$ cat config.mk
export PLATFORM = sky130hd
export DESIGN_NAME = quad_lane_deskew
export DESIGN_NICKNAME = d
export VERILOG_FILES = /design/src/rtl/deskew_pkg.sv /design/src/rtl/deskew_lane_fifo.sv /design/src/rtl/deskew_ctrl.sv /design/src/rtl/quad_lane_deskew.sv
export SDC_FILE = /design/constraint.sdc
export NUM_CORES = 1
export LEC_CHECK = 0
export ABC_AREA = 0
export CAP_MARGIN = 5
export CORE_ASPECT_RATIO = 0.8
export CORE_UTILIZATION = 39
export CTS_BUF_LIST = sky130_fd_sc_hd__clkbuf_16
export DETAILED_ROUTE_END_ITERATION = 7
export DONT_BUFFER_PORTS = 1
export HOLD_SLACK_MARGIN = 0.05
export PLACE_DENSITY = 0.51
export SETUP_SLACK_MARGIN = 0.4
export SYNTH_ARGS = -nofsm -noshare
export SYNTH_HDL_FRONTEND = slang
export SYNTH_SLANG_ARGS = --single-unit
$ cat constraint.sdc
create_clock -name clk -period 4 [get_ports clk]
set_input_delay 0.2 -clock clk [delete_from_list [all_inputs] [get_ports clk]]
set_output_delay 0.2 -clock clk [all_outputs]
set_load 0.02 [all_outputs]
$ cat src/rtl/deskew_pkg.sv
package deskew_pkg;
    localparam int CG_BITS = 8;
    localparam logic [CG_BITS-1:0] ALIGN_CHAR = 8'h7C;

    typedef struct packed {
        logic                ctrl;
        logic [CG_BITS-1:0]  data;
    } cg_t;

    typedef enum logic [1:0] {
        ST_HUNT   = 2'd0,
        ST_LOCKED = 2'd1,
        ST_PURGE  = 2'd2
    } dsk_state_t;
endpackage

$ cat src/rtl/deskew_lane_fifo.sv
module deskew_lane_fifo #(
    parameter int W     = 9,
    parameter int DEPTH = 16
) (
    input  logic         clk,
    input  logic         rst,
    input  logic         flush,
    input  logic         push,
    input  logic         pop,
    input  logic [W-1:0] din,
    output logic [W-1:0] dout,
    output logic         full,
    output logic         empty
);
    localparam int AW = (DEPTH > 1) ? $clog2(DEPTH) : 1;
    localparam int CW = $clog2(DEPTH + 1);
    localparam logic [AW-1:0] LAST  = AW'(DEPTH - 1);
    localparam logic [CW-1:0] CFULL = CW'(DEPTH);

    logic [W-1:0]  mem [DEPTH];
    logic [AW-1:0] wp, rp;
    logic [CW-1:0] cnt;
    logic          do_push, do_pop;

    assign full    = (cnt == CFULL);
    assign empty   = (cnt == '0);
    assign do_pop  = pop & ~empty;
    assign do_push = push & (~full | do_pop);
    assign dout    = mem[rp];

    always_ff @(posedge clk) begin
        if (do_push && !flush) mem[wp] <= din;
    end

    always_ff @(posedge clk) begin
        if (rst || flush) begin
            wp  <= '0;
            rp  <= '0;
            cnt <= '0;
        end else begin
            if (do_push) wp <= (wp == LAST) ? '0 : wp + 1'b1;
            if (do_pop)  rp <= (rp == LAST) ? '0 : rp + 1'b1;
            unique case ({do_push, do_pop})
                2'b10:   cnt <= cnt + 1'b1;
                2'b01:   cnt <= cnt - 1'b1;
                default: cnt <= cnt;
            endcase
        end
    end

    AST_FIFO_BOUND: assert property (@(posedge clk) disable iff (rst)
        cnt <= CFULL) else $error("fifo count beyond depth");
    AST_FLUSH_EMPTIES: assert property (@(posedge clk) disable iff (rst)
        flush |=> empty) else $error("flush left words");
endmodule

$ cat src/rtl/deskew_ctrl.sv
module deskew_ctrl
    import deskew_pkg::*;
#(
    parameter int LANES = 4
) (
    input  logic             clk,
    input  logic             rst,
    input  logic             en,
    input  logic [LANES-1:0] hit,
    input  logic [LANES-1:0] vld,
    input  logic [LANES-1:0] full,
    input  logic [LANES-1:0] empty,
    input  logic [LANES-1:0] head_mark,
    output logic [LANES-1:0] wr,
    output logic             rd,
    output logic             flush,
    output logic             aligned
);
    dsk_state_t       st, nxt;
    logic [LANES-1:0] armed, arm_now;
    logic             ovf, skewed;

    assign arm_now = armed | hit;
    assign aligned = (st == ST_LOCKED);

    // state register
    always_ff @(posedge clk) begin
        if (rst) st <= ST_HUNT;
        else     st <= nxt;
    end

    always_ff @(posedge clk) begin
        if (rst || !en || st != ST_HUNT || nxt != ST_HUNT) armed <= '0;
        else                                               armed <= arm_now;
    end

    // next state and per-cycle controls
    always_comb begin
        nxt    = st;
        wr     = '0;
        rd     = 1'b0;
        flush  = 1'b0;
        ovf    = 1'b0;
        skewed = 1'b0;
        unique case (st)
            ST_HUNT: begin
                wr  = vld & arm_now;
                ovf = |(wr & full);
                if (ovf)            nxt = ST_PURGE;
                else if (&arm_now)  nxt = ST_LOCKED;
            end
            ST_LOCKED: begin
                rd     = ~|empty;
                wr     = vld;
                ovf    = |(wr & full) & ~rd;
                skewed = rd & (|head_mark) & ~(&head_mark);
                if (ovf || skewed)  nxt = ST_PURGE;
            end
            ST_PURGE: begin
                flush = 1'b1;
                nxt   = ST_HUNT;
            end
            default: nxt = ST_HUNT;
        endcase
        if (!en) begin
            nxt   = ST_HUNT;
            wr    = '0;
            rd    = 1'b0;
            flush = 1'b1;
        end
    end

    AST_PURGE_ONE_CYCLE: assert property (@(posedge clk) disable iff (rst)
        st == ST_PURGE |=> st == ST_HUNT && armed == '0) else $error("purge too long");
    AST_HUNT_OVF_PURGES: assert property (@(posedge clk) disable iff (rst)
        (en && st == ST_HUNT && |(vld & arm_now & full)) |=> st == ST_PURGE) else $error("overflow missed");
    AST_LOCK_NEEDS_ALL: assert property (@(posedge clk) disable iff (rst)
        $rose(aligned) |-> $past(&(armed | hit))) else $error("locked early");
endmodule

$ cat src/rtl/quad_lane_deskew.sv
module quad_lane_deskew
    import deskew_pkg::*;
#(
    parameter int LANES = 4,
    parameter int DEPTH = 16
) (
    input  logic                       clk,
    input  logic                       rst,
    input  logic                       deskew_en,
    input  logic [LANES*CG_BITS-1:0]   in_data,
    input  logic [LANES-1:0]           in_ctrl,
    input  logic [LANES-1:0]           in_valid,
    output logic [LANES*CG_BITS-1:0]   out_data,
    output logic [LANES-1:0]           out_ctrl,
    output logic [LANES-1:0]           out_valid,
    output logic                       aligned
);
    localparam int WW = $bits(cg_t);

    logic [LANES-1:0] hit, full, empty, head_mark, wr;
    logic             rd, flush;

    deskew_ctrl #(.LANES(LANES)) u_ctrl (
        .clk       (clk),
        .rst       (rst),
        .en        (deskew_en),
        .hit       (hit),
        .vld       (in_valid),
        .full      (full),
        .empty     (empty),
        .head_mark (head_mark),
        .wr        (wr),
        .rd        (rd),
        .flush     (flush),
        .aligned   (aligned)
    );

    for (genvar i = 0; i < LANES; i++) begin : g_lane
        cg_t in_w, head;
        assign in_w.ctrl    = in_ctrl[i];
        assign in_w.data    = in_data[i*CG_BITS +: CG_BITS];
        assign hit[i]       = in_valid[i] & in_w.ctrl & (in_w.data == ALIGN_CHAR);
        assign head_mark[i] = head.ctrl & (head.data == ALIGN_CHAR);

        deskew_lane_fifo #(.W(WW), .DEPTH(DEPTH)) u_fifo (
            .clk   (clk),
            .rst   (rst),
            .flush (flush),
            .push  (wr[i]),
            .pop   (rd),
            .din   (in_w),
            .dout  (head),
            .full  (full[i]),
            .empty (empty[i])
        );

        // output stage: FIFO head when deskewing, straight input otherwise
        always_ff @(posedge clk) begin
            if (rst) begin
                out_valid[i]                   <= 1'b0;
                out_ctrl[i]                    <= 1'b0;
                out_data[i*CG_BITS +: CG_BITS] <= '0;
            end else if (!deskew_en) begin
                out_valid[i]                   <= in_valid[i];
                out_ctrl[i]                    <= in_w.ctrl;
                out_data[i*CG_BITS +: CG_BITS] <= in_w.data;
            end else begin
                out_valid[i] <= rd;
                if (rd) begin
                    out_ctrl[i]                    <= head.ctrl;
                    out_data[i*CG_BITS +: CG_BITS] <= head.data;
                end
            end
        end
    end

    AST_COLUMN_TOGETHER: assert property (@(posedge clk) disable iff (rst)
        rd |=> (!deskew_en || &out_valid)) else $error("lanes read apart");
    AST_BYPASS_UNLOCKED: assert property (@(posedge clk) disable iff (rst)
        !deskew_en |=> !aligned) else $error("locked in bypass");
endmodule

**Word level (Yosys, flattened, before mapping)**

Memories as Yosys holds them, arrays and structs flattened. A register that Yosys moved wholly into a read port is not among the register bits.
Cells that the tools add are included.

- Memory bits (read-only): 0
- Logic and storage cells: 205
- Flip-flop bits (word level): 98
- Output and inout port bits: 41
- Latch bits: 0
- Memories: 4
- RAM bits: 576
- Bits of input ports: 43

- Multiplexer cells: 59
- Div/mod/pow operators: 0
- Multipliers: 0
- $add $sub $neg: 16
- Shifts and indexed selects: 0
- Bitwise gates (word level): 40
- Equal/unequal tests: 31
- Reduce and logical (&&, ||, !) cells: 29
- Order comparisons: 0

Memories:

| memory | depth | width | read ports | clocked after Yosys merged registers in | wr ports | RTL line | source |
|---|---|---|---|---|---|---|---|
| g_lane[0].u_fifo.mem | 16 | 9 | 1 | 1 | 1 | deskew_lane_fifo.sv:20 | `logic [W-1:0] mem [DEPTH];` |
| g_lane[1].u_fifo.mem | 16 | 9 | 1 | 1 | 1 | deskew_lane_fifo.sv:20 |  |
| g_lane[2].u_fifo.mem | 16 | 9 | 1 | 1 | 1 | deskew_lane_fifo.sv:20 |  |
| g_lane[3].u_fifo.mem | 16 | 9 | 1 | 1 | 1 | deskew_lane_fifo.sv:20 |  |

Operators with widths:

| kind | count |
|---|---|
| $mux W4 | 17 |
| $eq A8 B7 Y1 const B | 8 |
| $mux W8 | 8 |
| $pmux W5 S2 | 4 |
| $add A4 B1 Y4 const B | 8 |
| $eq A4 B4 Y1 const B | 8 |
| $mux W1 | 24 |
| $and A1 B1 Y1 | 23 |
| $add A5 B1 Y5 const B | 4 |
| $eq A5 B5 Y1 const B | 4 |
| $logic_not A5 Y1 | 4 |
| $sub A5 B1 Y5 const B | 4 |
| $reduce_or A4 Y1 | 4 |
| $and A4 B4 Y4 | 3 |
| $reduce_bool A2 Y1 | 6 |
| $eq A2 B1 Y1 const B | 5 |
| $eq A2 B2 Y1 const B | 5 |
| $not A1 Y1 | 9 |
| $mux W2 | 4 |
| $pmux W4 S2 | 1 |
| $reduce_and A4 Y1 | 2 |
| $logic_or A1 B1 Y1 | 5 |
| $logic_and A1 B1 Y1 | 4 |
| $or A1 B1 Y1 | 4 |
| other kinds (5) | 7 |

**Logic depth before layout (Yosys ltp)**

Gate-level depths: netlist (run 1).

- Depth after elaboration: 11
- Gate-level depth with buffers: 16
- Depth with buffers taken out: 15

**By module**

A second synthesis (run 1) with hierarchy kept.

- Cells, all modules: 1656
- Area total of the unflattened synthesis: 28169.5 um^2

By module, submodules not included:

| module | cells an instance | area each (um^2) | instances | sequential area each (um^2) |
|---|---|---|---|---|
| deskew_lane_fifo at g_lane[3].u_fifo | 363 | 6531.3 | 1 | 4664.5 |
| deskew_lane_fifo at g_lane[2].u_fifo | 351 | 6452.4 | 1 | 4664.5 |
| deskew_lane_fifo at g_lane[1].u_fifo | 350 | 6441.2 | 1 | 4664.5 |
| deskew_lane_fifo at g_lane[0].u_fifo | 346 | 6432.4 | 1 | 4664.5 |
| quad_lane_deskew | 200 | 1939.4 | 1 | 800.8 |
| deskew_ctrl | 46 | 372.9 | 1 | 120.1 |

**Least setup slack after synthesis (run 1)**

OpenSTA, ideal clock, no wires.

- Path kind: reg2reg
- Start point: register g_lane[1].u_fifo.cnt[0]
- End point: register g_lane[1].u_fifo.cnt[4]
- Stages on the path, launching flop included: 15
- Arrival time: 3.356 ns
- Library setup time: 0.070 ns
- Path slack: 0.573 ns
- Data required time: 3.930 ns
- Buffers on the path: 2
- Clock period less this slack: 3.427 ns
- Cell sequence: dfxtp_1 > nor4_1 > a22o_1 > nor4_4 > nand2_2 > clkbuf_1 > clkbuf_1 > inv_1 > ha_1 > fa_1 > a21o_1 > a21oi_1 > xor2_1 > or3_1 > a21oi_1

- Cells in the longest elaborated chain, start to end: 10
- Elaborated cells on any way between the ends: 17
- Those cells by class: add/sub (2); eq/ne (3); mux (3); bitwise (5); reduce/logical (4)

Ends and longest elaborated chain:

| item | RTL line | source |
|---|---|---|
| start: declaration | deskew_lane_fifo.sv:22 | `logic [CW-1:0] cnt;` |
| start signal: assignment | deskew_lane_fifo.sv:44 | `2'b10: cnt <= cnt + 1'b1;` |
| start signal: assignment | deskew_lane_fifo.sv:45 | `2'b01: cnt <= cnt - 1'b1;` |
| start signal: assignment | deskew_lane_fifo.sv:46 | `default: cnt <= cnt;` |
| $logic_not A5 Y1 | deskew_lane_fifo.sv:26 | `assign empty = (cnt == '0);` |
| $reduce_or A4 Y1 | deskew_ctrl.sv:53 | `rd = ~\|empty;` |
| $logic_not A1 Y1 | deskew_ctrl.sv:53 |  |
| $mux W1 | deskew_ctrl.sv:45 | `unique case (st)` |
| $mux W1 | deskew_ctrl.sv:65 | `if (!en) begin` |
| $and A1 B1 Y1 | deskew_lane_fifo.sv:27 | `assign do_pop = pop & ~empty;` |
| $or A1 B1 Y1 | deskew_lane_fifo.sv:28 | `assign do_push = push & (~full \| do_pop);` |
| $and A1 B1 Y1 | deskew_lane_fifo.sv:28 |  |
| $eq A2 B1 Y1 or $eq A2 B2 Y1 (tied branches) | deskew_lane_fifo.sv:43 | `unique case ({do_push, do_pop})` |
| $pmux W5 S2 or $reduce_bool A2 Y1 (tied branches) | - |  |

Parallel ways exist; a longest one is shown, timed or not.
A chain may end at the register's enable or synchronous reset.

**Final worst setup path (run 1)**

- Start point: register g_lane[0].u_fifo.cnt[2]
- End point: register g_lane[1].u_fifo.cnt[4]

- Cells in the longest elaborated chain, start to end: 10
- Elaborated cells on any way between the ends: 12
- Those cells by class: eq/ne (2); mux (3); bitwise (3); reduce/logical (4)

Ends and longest elaborated chain:

| item | RTL line |
|---|---|
| start: declaration | deskew_lane_fifo.sv:22 |
| start signal: assignment | deskew_lane_fifo.sv:44 |
| start signal: assignment | deskew_lane_fifo.sv:45 |
| start signal: assignment | deskew_lane_fifo.sv:46 |
| $logic_not A5 Y1 * | deskew_lane_fifo.sv:26 |
| $reduce_or A4 Y1 * | deskew_ctrl.sv:53 |
| $logic_not A1 Y1 * | deskew_ctrl.sv:53 |
| $mux W1 * | deskew_ctrl.sv:45 |
| $mux W1 * | deskew_ctrl.sv:65 |
| $and A1 B1 Y1 * | deskew_lane_fifo.sv:27 |
| $or A1 B1 Y1 | deskew_lane_fifo.sv:28 |
| $and A1 B1 Y1 | deskew_lane_fifo.sv:28 |
| $eq A2 B1 Y1 or $eq A2 B2 Y1 (tied branches) | deskew_lane_fifo.sv:43 |
| $pmux W5 S2 or $reduce_bool A2 Y1 (tied branches) | - |

Every way passes the cells marked *; elsewhere a longest branch is shown, timed or not.

==> results of run 1 <==
==> power groups by stage <==
stage,clock network (mW),registers (mW),logic [mW]
2_1_floorplan,0,8.00,0.0629
3_3_place_gp,0,8.01,0.0569
3_5_place_dp,0,8.01,0.0583
4_1_cts,6.51,7.86,0.237
5_1_grt,6.77,7.85,0.257
6_report,6.36,7.86,0.234
==> worst min-delay path, stage by stage <==
cell	delay, ps
a41oi_1	150
buf_4	160
nor2_1	100
==> layer usage <==
layer,share of wire,track usage,wire length (um)
met5,0,0,0
met4,0.017,0.04066,1160
met2,0.45,0.2870,30000
met3,0.051,0.03773,3387
met1,0.48,0.2841,32220
==> cell usage in the layout, fill, tap and decap left out, drive strengths merged, types with 18 or more instances in the layout <==
cell type	instances
dlygate4sd3	57
buf	63
nor3	23
ha	36
mux2i	18
mux4	158
clkbuf	72
clkinv	25
nand3	19
nand2	127
a21oi	48
inv	54
a311oi	34
edfxtp	576
nor2	141
xor2	20
a22oi	30
dfxtp	114
==> state kept, by name, summed over array words and instances, names as in the netlist, named ones only <==
| register | cells |
|---|---|
| g_lane.u_fifo.mem | 576 |
| out_data | 32 |
| g_lane.u_fifo.cnt | 20 |
| g_lane.u_fifo.rp | 16 |
| g_lane.u_fifo.wp | 16 |
| out_ctrl | 4 |
| out_valid | 4 |
| u_ctrl.armed | 4 |
| u_ctrl.st | 2 |
==> cell families (layout without fill, tap and decap cells) <==
| kind of cell | count (synthesis) | in the layout | synth area share |
|---|---|---|---|
| AO/OA/AOI/OAI | 165 | 165 | 0.04257 |
| multiplexers | 178 | 178 | 0.1367 |
| flip-flops | 690 | 690 | 0.7117 |
| XOR/XNOR | 26 | 26 | 0.008277 |
| AND/OR/NAND/NOR | 385 | 385 | 0.06326 |
| other | 0 | 4 | 0 |
| adder cells (fa/ha/maj) | 40 | 40 | 0.01928 |
| buffers and inverters | 111 | 277 | 0.01824 |
==> cell usage after synthesis (all sizes together), types with 3 or more instances <==
cell type / n / share of area
inv: 30 / 0.0041
a22o: 6 / 0.0019
a211oi: 3 / 0.00082
or3: 8 / 0.0018
and3: 6 / 0.0014
dfxtp: 114 / 0.083
ha: 36 / 0.016
nor3: 23 / 0.0042
o21ai: 13 / 0.0024
and2: 13 / 0.0030
edfxtp: 576 / 0.63
nand4: 6 / 0.0014
a22oi: 30 / 0.0082
nor2b: 8 / 0.0018
buf: 31 / 0.0073
nor2: 141 / 0.019
xor2: 20 / 0.0064
xnor2: 6 / 0.0019
mux4: 158 / 0.13
a41oi: 5 / 0.0016
nor4: 8 / 0.0024
clkbuf: 49 / 0.0067
a21oi: 48 / 0.0087
nand2b: 10 / 0.0023
nand3: 19 / 0.0035
mux2i: 18 / 0.0065
a31oi: 6 / 0.0018
a311oi: 34 / 0.011
a21o: 11 / 0.0030
fa: 4 / 0.0029
nor3b: 7 / 0.0019
nand2: 127 / 0.017
==> worst max-delay path by stage <==
| stage | start | to | slack, ps |
|---|---|---|---|
| after floorplan | g_lane[1].u_fifo.cnt[0]$_SDFFE_PP0P_ | g_lane[1].u_fifo.cnt[4]$_SDFFE_PP0P_ | 570 |
| after global placement | g_lane[1].u_fifo.cnt[0]$_SDFFE_PP0P_ | g_lane[2].u_fifo.cnt[4]$_SDFFE_PP0P_ | 430 |
| after detailed placement | g_lane[2].u_fifo.cnt[0]$_SDFFE_PP0P_ | g_lane[2].u_fifo.cnt[4]$_SDFFE_PP0P_ | 450 |
| after CTS | g_lane[2].u_fifo.cnt[0]$_SDFFE_PP0P_ | g_lane[2].u_fifo.cnt[4]$_SDFFE_PP0P_ | 420 |
| after global routing | g_lane[0].u_fifo.cnt[2]$_SDFFE_PP0P_ | g_lane[1].u_fifo.cnt[4]$_SDFFE_PP0P_ | 400 |
| final | g_lane[0].u_fifo.cnt[2]$_SDFFE_PP0P_ | g_lane[1].u_fifo.cnt[4]$_SDFFE_PP0P_ | 610 |
==> layout make-up <==
class / count / area share
Clock inverter: 54 / 0.01263
Clock buffer: 72 / 0.05684
Tap cell: 924 / 0.03647
Inverter: 31 / 0.003710
Multi-Input combinational cell: 794 / 0.2362
Timing Repair Buffer: 120 / 0.03588
Sequential cell: 690 / 0.6179
Antenna cell: 4 / 0.0003158
==> through the flow <==
step	worst slack, ps	cell area, um^2	hold slack [ps]
after floorplan	573.3	27510	298.9
after global placement	434.7	28790	279.4
after detailed placement	453.6	28790	281.4
after CTS	424.0	31620	53.26
after global routing	399.7	31690	84.70
final	609.7	31700	64.38
==> what timing repair did <==
item | in CTS | in global routing
hold endpoints to repair | 630 | 0
endpoints found under the setup margin | 0 | 15
setup buffers | 0 | 2
hold buffers | 59 | 0
gates resized for setup | 0 | 11
==> metrics.md, run 1 <==
| Metric | Value |
|---|---|
| Initial Utilization | 0.3970 |
| Hold crit path type | primary input to flop |
| Mapped Nets | 1678 |
| Hold Crit Depth | 3 |
| Gate Count Post-Synth | 1595 |
| Beginning of the worst register-to-register path | g_lane[0].u_fifo.cnt[2]$_SDFFE_PP0P_ |
| R2r endpoint | g_lane[1].u_fifo.cnt[4]$_SDFFE_PP0P_ |
| Layout Nets | 1789 |
| Worst reg-to-reg path cell count | 15 |
| Wire length per cell | 24.83 um |
| Most Frequent Cell on Critical Path | a21oi_1 |
| Initial antenna violation count | 8 |
| First-pass GRT wire length | 99810 um |
| CTS root buffer | clkbuf_16 |
| Non-Filler Instances | 2689 |
| Vias/cell | 5.405 |
| Initial DRC count | 1158 |
| Sequential share of power | 0.544 |
| Hold Fails Final Rpt | 0 |
| Internal power contribution | 11.52 mW |
| Register area share after synthesis | 0.7117 |
| Die footprint | 0.07161 mm^2 |
| Layout Utilization | 0.4574 |
| Worst Setup End Kind | flop |
| Slew HR | 0.1955 |
| Register bit total from synthesis | 690 |
| Max Buffers Root-to-Sink | 3 |
| EDFF count, synth | 576 |
| Pwr dens | 455.7 mW/mm^2 |
| Detail Placement HPWL | 40070 um |
| Hold path start | in_data[19] |
| Clock power share | 0.440 |
| Worst Hold Endpoint | u_ctrl.armed[2]$_SDFF_PP0_ |
| Worst Path Max Fanout | 17 |
| Htree depth | 3 |
| Switch share | 0.2028 |
| Leakage | 10.12 nW |
| Switching power | 2.929 mW |
| Tot Pwr | 14.45 mW |
| TritonCTS clock tree | yes |
| Overflow left after global routing | 0 |
| DRT Pass-1 Iters | 5 |
| Minimum clock period | 3390 ps |
| Worst-path cell chain | nor4_1 -> buf_4 -> a22o_1 -> nor4_4 -> nand2_2 -> buf_6 -> a31oi_2 -> inv_1 -> ha_2 -> fa_1 -> a21o_1 -> a21oi_1 -> xor2_1 -> or3_1 -> a21oi_1 |
| Async SR Flop Fraction | 0 |
| Ys flop type | edfxtp_1 |
| Std-Cell Rows | 86 |
| Die Ht | 239.6 um |
| Clock sinks | 690 |
| Routability congestion estimate | 0.8043 |
| Max incr delay on CP | 410 ps |
| Post-DRT Antenna Nets | 0 |
| TritonCTS buffer count | 69 |
| Cells after DPL | 2498 |
| CP Launch Type | flop |
| Status | complete, no violations |
| Final setup viols | 0 |
| Bufs and invs on worst path | 3 |
| Setup Skew | 17.63 ps |
| CP arrival | 3900 ps |
| Max-slew violations | 0 |
| Post-Syn Area | 0.02751 mm^2 |
| TNS Setup | 0 ps |
| Via Count | 14534 |
| Largest net degree at the start of global routing | 75 |
| Worst-path clk slew | 60 ps |
| Die Width | 298.9 um |
| Share of layout cells above drive strength 1 | 0.1885 |
| Max Freq | 295.0 MHz |
| Synth Warn # | 0 |
| IO buf count | 0 |
| Vias in the first global route | 14864 |
| Max VDD drop | 0.2597 mV |
| Slowest stage cell, crit path | fa_1 |
| Later-pin clock latency in the skew report | 600 ps |
| Total GRT Usage | 0.1900 |
| Max cap viols | 0 |
| CP Class | flop to flop |
| Critical path depth in cells | 15 |
| Slew @ Worst Pin | 1202 ps |
| WP data required | 4510 ps |
| Comb power frac | 0.016 |
| Count of cell types in the netlist | 54 |
| Worst path top cell family by delay | compound AO/OA/AOI/OAI gates |
| Total wire length | 66780 um |
| FF/Latch Area | 0.01959 mm^2 |
| Boundary Pins | 84 |
| Multi-input gate area | 0.007488 mm^2 |
| DRC errors left | 0 |
| Tcrit/Tclk final | 0.8476 |
| Core ar. | 0.06930 mm^2 |
| Unrepaired setup endpoints after global routing | no |
| Area delta synth->final | 15.22% |
| Worst R2R Setup Slack | 610 ps |
| Fillcell total | 6042 |
| Syn_area_per_cell | 17.25 um^2 |
No activity file was read; power rests on OpenSTA's default activity.
==> run 2, diff against run 1 <==
==> constraint.sdc (replaced) <==
create_clock -name clk -period 3.2 [get_ports clk]
set_input_delay 0.16 -clock clk [delete_from_list [all_inputs] [get_ports clk]]
set_output_delay 0.16 -clock clk [all_outputs]
set_load 0.02 [all_outputs]
==> metrics.md, run 2 (synthesis results as in run 1) <==
| Metric | Value |
|---|---|
| Worst setup margin | 258.4 ps |
| Status | complete, but fails checks |
| TritonCTS clock tree | yes |
| Initial Utilization | 0.3970 |
| Tcrit/Tclk final | 0.9192 |
| Max VDD drop | 0.3653 mV |
| Top flop regs | g_lane.u_fifo.mem x576, out_data x32, g_lane.u_fifo.cnt x20 |
| Std-Cell Rows | 86 |
| Largest net degree at the start of global routing | 77 |
| CP Launch Type | flop |
| Die Ht | 239.6 um |
| Commonest non-fill, non-tap cell in the layout | edfxtp_1 |
| Leakage | 10.63 nW |
| Sequential share of power | 0.544 |
| Later-pin clock latency in the skew report | 610 ps |
| TritonCTS buffer count | 71 |
| Layout Nets | 1872 |
| Hold Fails Final Rpt | 36 |
| Worst Path Max Fanout | 4 |
| Beginning of the worst register-to-register path | g_lane[0].u_fifo.cnt[2]$_SDFFE_PP0P_ |
| Max Buffers Root-to-Sink | 3 |
| Core ar. | 0.06930 mm^2 |
| Die footprint | 0.07161 mm^2 |
| Reg with most FFs | g_lane.u_fifo.mem |
| Worst-path clk slew | 60 ps |
| Internal power contribution | 14.35 mW |
| CTS root buffer | clkbuf_16 |
| Clock power share | 0.441 |
| Worst reg-to-reg path cell count | 13 |
| Setup Skew | 19.76 ps |
| Vias in the first global route | 14990 |
| Htree depth | 3 |
| Pre-CTS setup slack | -32.44 ps |
| FF/Latch Area | 0.01963 mm^2 |
| Initial antenna violation count | 11 |
| Via Count | 15017 |
| Clock sinks | 690 |
| First-pass GRT wire length | 100400 um |
| Post-DRT Antenna Nets | 0 |
| CP Class | flop to flop |
| Total wire length | 68290 um |
| Max cap viols | 0 |
| Switching power | 3.673 mW |
| Cells after DPL | 2549 |
| TNS Setup | 0 ps |
| Area delta synth->final | 19.21% |
| Slew HR | 0.3311 |
| Overflow left after global routing | 0 |
| Switch share | 0.2038 |
| Final setup viols | 0 |
| Total GRT Usage | 0.1924 |
| Max-slew violations | 0 |
| Die Width | 298.9 um |
| Hold buffers post-CTS | 52 |
| Share of layout cells above drive strength 1 | 0.2675 |
| Violated checks | negative hold slack |
| Worst Setup End Kind | flop |
| Worst R2R Setup Slack | 260 ps |
| Fillcell total | 5922 |
| CP arrival | 3450 ps |
| Number of flip-flops under the largest register name | 576 |
| Initial DRC count | 1142 |
| Pwr dens | 549.7 mW/mm^2 |
| Minimum clock period | 2942 ps |
| Wire length per cell | 24.61 um |
| Hold slack | -322.5 ps |
| Comb power frac | 0.014 |
| Routability congestion estimate | 0.7728 |
| IO buf count | 0 |
| Hold crit path type | primary input to flop |
| Unrepaired setup endpoints after global routing | yes |
| Commonest cells after routing, fill and taps aside | 576 x edfxtp_1, 158 x mux4_2, 138 x nor2_1, 131 x buf_4, 125 x nand2_1 |
| CP endpoint | g_lane[0].u_fifo.cnt[4]$_SDFFE_PP0P_ |
| Crit path launch | g_lane[0].u_fifo.cnt[2]$_SDFFE_PP0P_ |
| Non-Filler Instances | 2775 |
| Max Freq | 340.0 MHz |
| Vias/cell | 5.412 |
| DRT Pass-1 Iters | 7 |
| WP data required | 3710 ps |
| Slew @ Worst Pin | 1003 ps |
| Detail Placement HPWL | 41040 um |
| Multi-input gate area | 0.007804 mm^2 |
| Boundary Pins | 84 |
| DRC errors left | 0 |
| R2r endpoint | g_lane[0].u_fifo.cnt[4]$_SDFFE_PP0P_ |
run 2: cell types whose count changed in the layout (fill, tap and decap cells not counted), moves of 7 or more:
cell and change:
buf_4 +75, dfxtp_1 -15, dfxtp_4 +9, dlygate4sd3_1 -9, inv_1 -9, and2_1 -7, and2_2 +7, buf_12 +7
ha_1 -7, ha_4 +7, nor3_1 -7
run 2: worst min path at each step:
stage	slack, ps	to	cells past startpoint	startpoint
floorplan	260	g_lane[0].u_fifo.mem[0][0]$_DFFE_PP_	0	in_data[0]
finish	-320	out_data[15]$_SDFFE_PP0P_	1	deskew_en
global placement	250	out_ctrl[1]$_SDFFE_PP0P_	1	rst
global route	-360	out_data[15]$_SDFFE_PP0P_	1	deskew_en
CTS	-370	out_data[15]$_SDFFE_PP0P_	1	deskew_en
detailed placement	250	out_data[12]$_SDFFE_PP0P_	1	rst
run 2: metal layers:
layer,wire length [um],up-vias,track usage
li1,-,6707,-
met1,32150,7835,0.2840
met2,30880,376,0.2905
met3,4130,93,0.04417
met4,1084,6,0.04035
met5,40,-,0
run 2: power groups by stage:
stage | Combinational, mW | Sequential, mW | Clock [mW]
2_1_floorplan | 0.0787 | 10.0 | 0
3_3_place_gp | 0.0716 | 10.0 | 0
3_5_place_dp | 0.0732 | 10.0 | 0
4_1_cts | 0.262 | 9.82 | 8.14
5_1_grt | 0.287 | 9.81 | 8.50
6_report | 0.259 | 9.81 | 7.96
run 2: stage by stage:
step	instance area, um^2	util	power (mW)
floorplan	27730	-	10.08
CTS	32380	0.4672	18.22
finish	32800	0.4733	18.03
global placement	29420	0.4245	10.08
global route	32780	0.4731	18.60
detailed placement	29420	0.4245	10.08
run 2: what timing repair did:
| action | CTS | global route |
|---|---|---|
| gates resized for setup | 17 | 47 |
| cloned | 1 | 1 |
| endpoints found under the setup margin | 154 | 97 |
| buffers inserted | 16 | 21 |
| endpoints found under the hold margin | 638 | 36 |
| pin swaps | 2 | 14 |
run 2: area by class of cell:
class / count / share of cell area
diodes: 8 / 0.0006104
clock buffers: 73 / 0.05570
clock inverters: 54 / 0.01145
inverters: 31 / 0.003777
multi-input cells: 794 / 0.2379
flip-flops and latches: 690 / 0.5985
well taps: 924 / 0.03525
repair buffers: 201 / 0.05677
run 2: critical path: stages, from the launching register on:
cell	delay, ps
dfxtp_1	400
nor4_4	70
a22o_1	280
nor2_1	280
nand2_2	130
a31oi_4	210
inv_1	60
ha_2	210
ha_1	320
a21o_1	190
a21oi_1	160
xnor2_1	90
or3_1	310
a21oi_1	140
==> run 3, diff against run 2 <==
==> constraint.sdc (replaced) <==
create_clock -name clk -period 3.2 [get_ports clk]
set_input_delay 0.48 -clock clk [delete_from_list [all_inputs] [get_ports clk]]
set_output_delay 0.48 -clock clk [all_outputs]
set_load 0.02 [all_outputs]
==> metrics.md, run 3 (synthesis results as in run 1) <==
| Metric | Value |
|---|---|
| Status | complete, no violations |
| Std-Cell Rows | 86 |
| Post-Route M1 WL | 32700 um |
| Vias/cell | 5.435 |
| Max layer used | met4 |
| Core ar. | 0.06930 mm^2 |
| Top flop regs | g_lane.u_fifo.mem x576, out_data x32, g_lane.u_fifo.cnt x20 |
| Area delta synth->final | 20.12% |
| Via Count | 15147 |
| DR WL met2 | 31820 um |
| Minimum clock period | 2905 ps |
| Htree depth | 3 |
| Number of flip-flops under the largest register name | 576 |
| DRT Pass-1 Iters | 5 |
| Vias in the first global route | 15357 |
| CP Launch Type | flop |
| Unrepaired setup endpoints after global routing | yes |
| First-pass GRT wire length | 103600 um |
| Slowest stage cell, crit path | dfxtp_4 |
| CP arrival | 3420 ps |
| Cells after DPL | 2564 |
| Tcrit/Tclk final | 0.9079 |
| Post-DRT Antenna Nets | 0 |
| Total wire length | 70520 um |
| Layout Utilization | 0.4769 |
| Met3 WL post-DR | 4656 um |
| Die Width | 298.9 um |
| Initial DRC count | 1190 |
| Max cap viols | 0 |
| Setup Skew | 24.44 ps |
| Hold crit path type | primary input to flop |
| Die Ht | 239.6 um |
| Detail Placement HPWL | 41760 um |
| Total GRT Usage | 0.1991 |
| Fillcell total | 5935 |
| IO buf count | 0 |
| Wire length per cell | 25.30 um |
| Worst Setup End Kind | flop |
| Max-slew violations | 0 |
| Final setup viols | 0 |
| Hold Fails Final Rpt | 0 |
| Boundary Pins | 84 |
| TritonCTS buffer count | 72 |
| Worst-path clk slew | 60 ps |
| Die footprint | 0.07161 mm^2 |
| Slew HR | 0.3163 |
| Leakage | 10.73 nW |
| Max Buffers Root-to-Sink | 3 |
| CTS root buffer | clkbuf_16 |
| Max incr delay on CP | 360 ps |
| Share of layout cells above drive strength 1 | 0.2821 |
| Pwr dens | 544.3 mW/mm^2 |
| Reg with most FFs | g_lane.u_fifo.mem |
| Slew @ Worst Pin | 1026 ps |
| Initial antenna violation count | 8 |
| Commonest cells after routing, fill and taps aside | 576 x edfxtp_1, 158 x mux4_2, 148 x buf_4, 137 x nor2_1, 125 x nand2_1 |
| Non-Filler Instances | 2787 |
| Initial Utilization | 0.3970 |
| Layout Nets | 1885 |
| Max Freq | 344.2 MHz |
| Overflow left after global routing | 0 |
| Most Frequent Cell on Critical Path | nor4_4 |
| Routability congestion estimate | 0.7739 |
| Max VDD drop | 0.4351 mV |
| Later-pin clock latency in the skew report | 600 ps |
| WP data required | 3710 ps |
| TritonCTS clock tree | yes |
| Commonest non-fill, non-tap cell in the layout | edfxtp_1 |
| Clock sinks | 690 |
| Largest net degree at the start of global routing | 52 |
| Worst Path Max Fanout | 5 |
| DRC errors left | 0 |
| TNS Setup | 0 ps |
| CP Class | flop to flop |
| Worst-path cell chain | nor4_4 -> a22o_2 -> nor4_4 -> nand2_2 -> buf_12 -> a31oi_4 -> inv_2 -> ha_4 -> fa_2 -> a21o_1 -> a21oi_2 -> xor2_1 -> or3_1 -> a21oi_1 |
==> run 3: power breakdown <==
group | leakage, nW | total [mW] | switching (mW) | internal (mW)
registers | 6.12 | 9.81 | 0.0690 | 9.74
clock network | 1.17 | 7.91 | 3.41 | 4.50
logic | 3.45 | 0.263 | 0.191 | 0.0720
==> run 3: final cells by class <==
class	instances	area, um^2	area share
diodes	2	5.005	0.0001514
clock buffers	77	1927	0.05831
clock inverters	56	309.0	0.009352
inverters	31	123.9	0.003748
multi-input cells	794	7860	0.2378
flip-flops and latches	690	19630	0.5941
well taps	924	1156	0.03498
repair buffers	213	2033	0.06153
==> run 3: per-stage QoR <==
| step | setup WS (ps) | hold slack [ps] | power [mW] | area, um^2 |
|---|---|---|---|---|
| after floorplan | 323.2 | 463.7 | 10.08 | 27750 |
| after detailed placement | 191.0 | 509.1 | 10.09 | 29580 |
| after global routing | 174.5 | 58.41 | 18.54 | 33040 |
| after CTS | 260.3 | 52.50 | 18.22 | 32650 |
| after global placement | 135.3 | 503.1 | 10.09 | 29580 |
| final | 294.7 | 72.69 | 17.99 | 33050 |
==> run 3: worst max-delay path: cells and delay by family (launching register included) <==
family / cells / cell delay, ps
buffers and inverters: 2 / 230
AND/OR/NAND/NOR: 4 / 770
adder cells (fa/ha/maj): 2 / 530
XOR/XNOR: 1 / 80
flip-flops: 1 / 360
AO/OA/AOI/OAI: 5 / 850
==> run 3: final timing paths <==
path                                        startpoint                                    to  slack, ps  cells after the start
setup / recovery  g_lane[3].u_fifo.cnt[0]$_SDFFE_PP0P_  g_lane[1].u_fifo.cnt[4]$_SDFFE_PP0P_        290                     14
hold / removal                               deskew_en             out_data[13]$_SDFFE_PP0P_         70                      2
setup reg to reg  g_lane[3].u_fifo.cnt[0]$_SDFFE_PP0P_  g_lane[1].u_fifo.cnt[4]$_SDFFE_PP0P_        290                     14
hold reg to reg    g_lane[0].u_fifo.rp[3]$_SDFFE_PP0N_                                  flop        520                      2
==> run 3: repair_timing <==
| item | 4_1_cts | 5_1_grt |
|---|---|---|
| resized for setup | 25 | 41 |
| pin swaps | 20 | 17 |
| buffers inserted | 27 | 17 |
| endpoints found under the setup margin | 42 | 81 |
| cloned | 2 | 2 |
| hold buffers | 40 | 0 |
| endpoints found under the hold margin | 616 | 0 |
==> run 3: metal layers <==
metal  up-vias  track usage
li1       6718            -
met1      7898       0.2913
met2       441       0.3006
met3        90      0.04671
met4         0      0.04731
met5         -            0
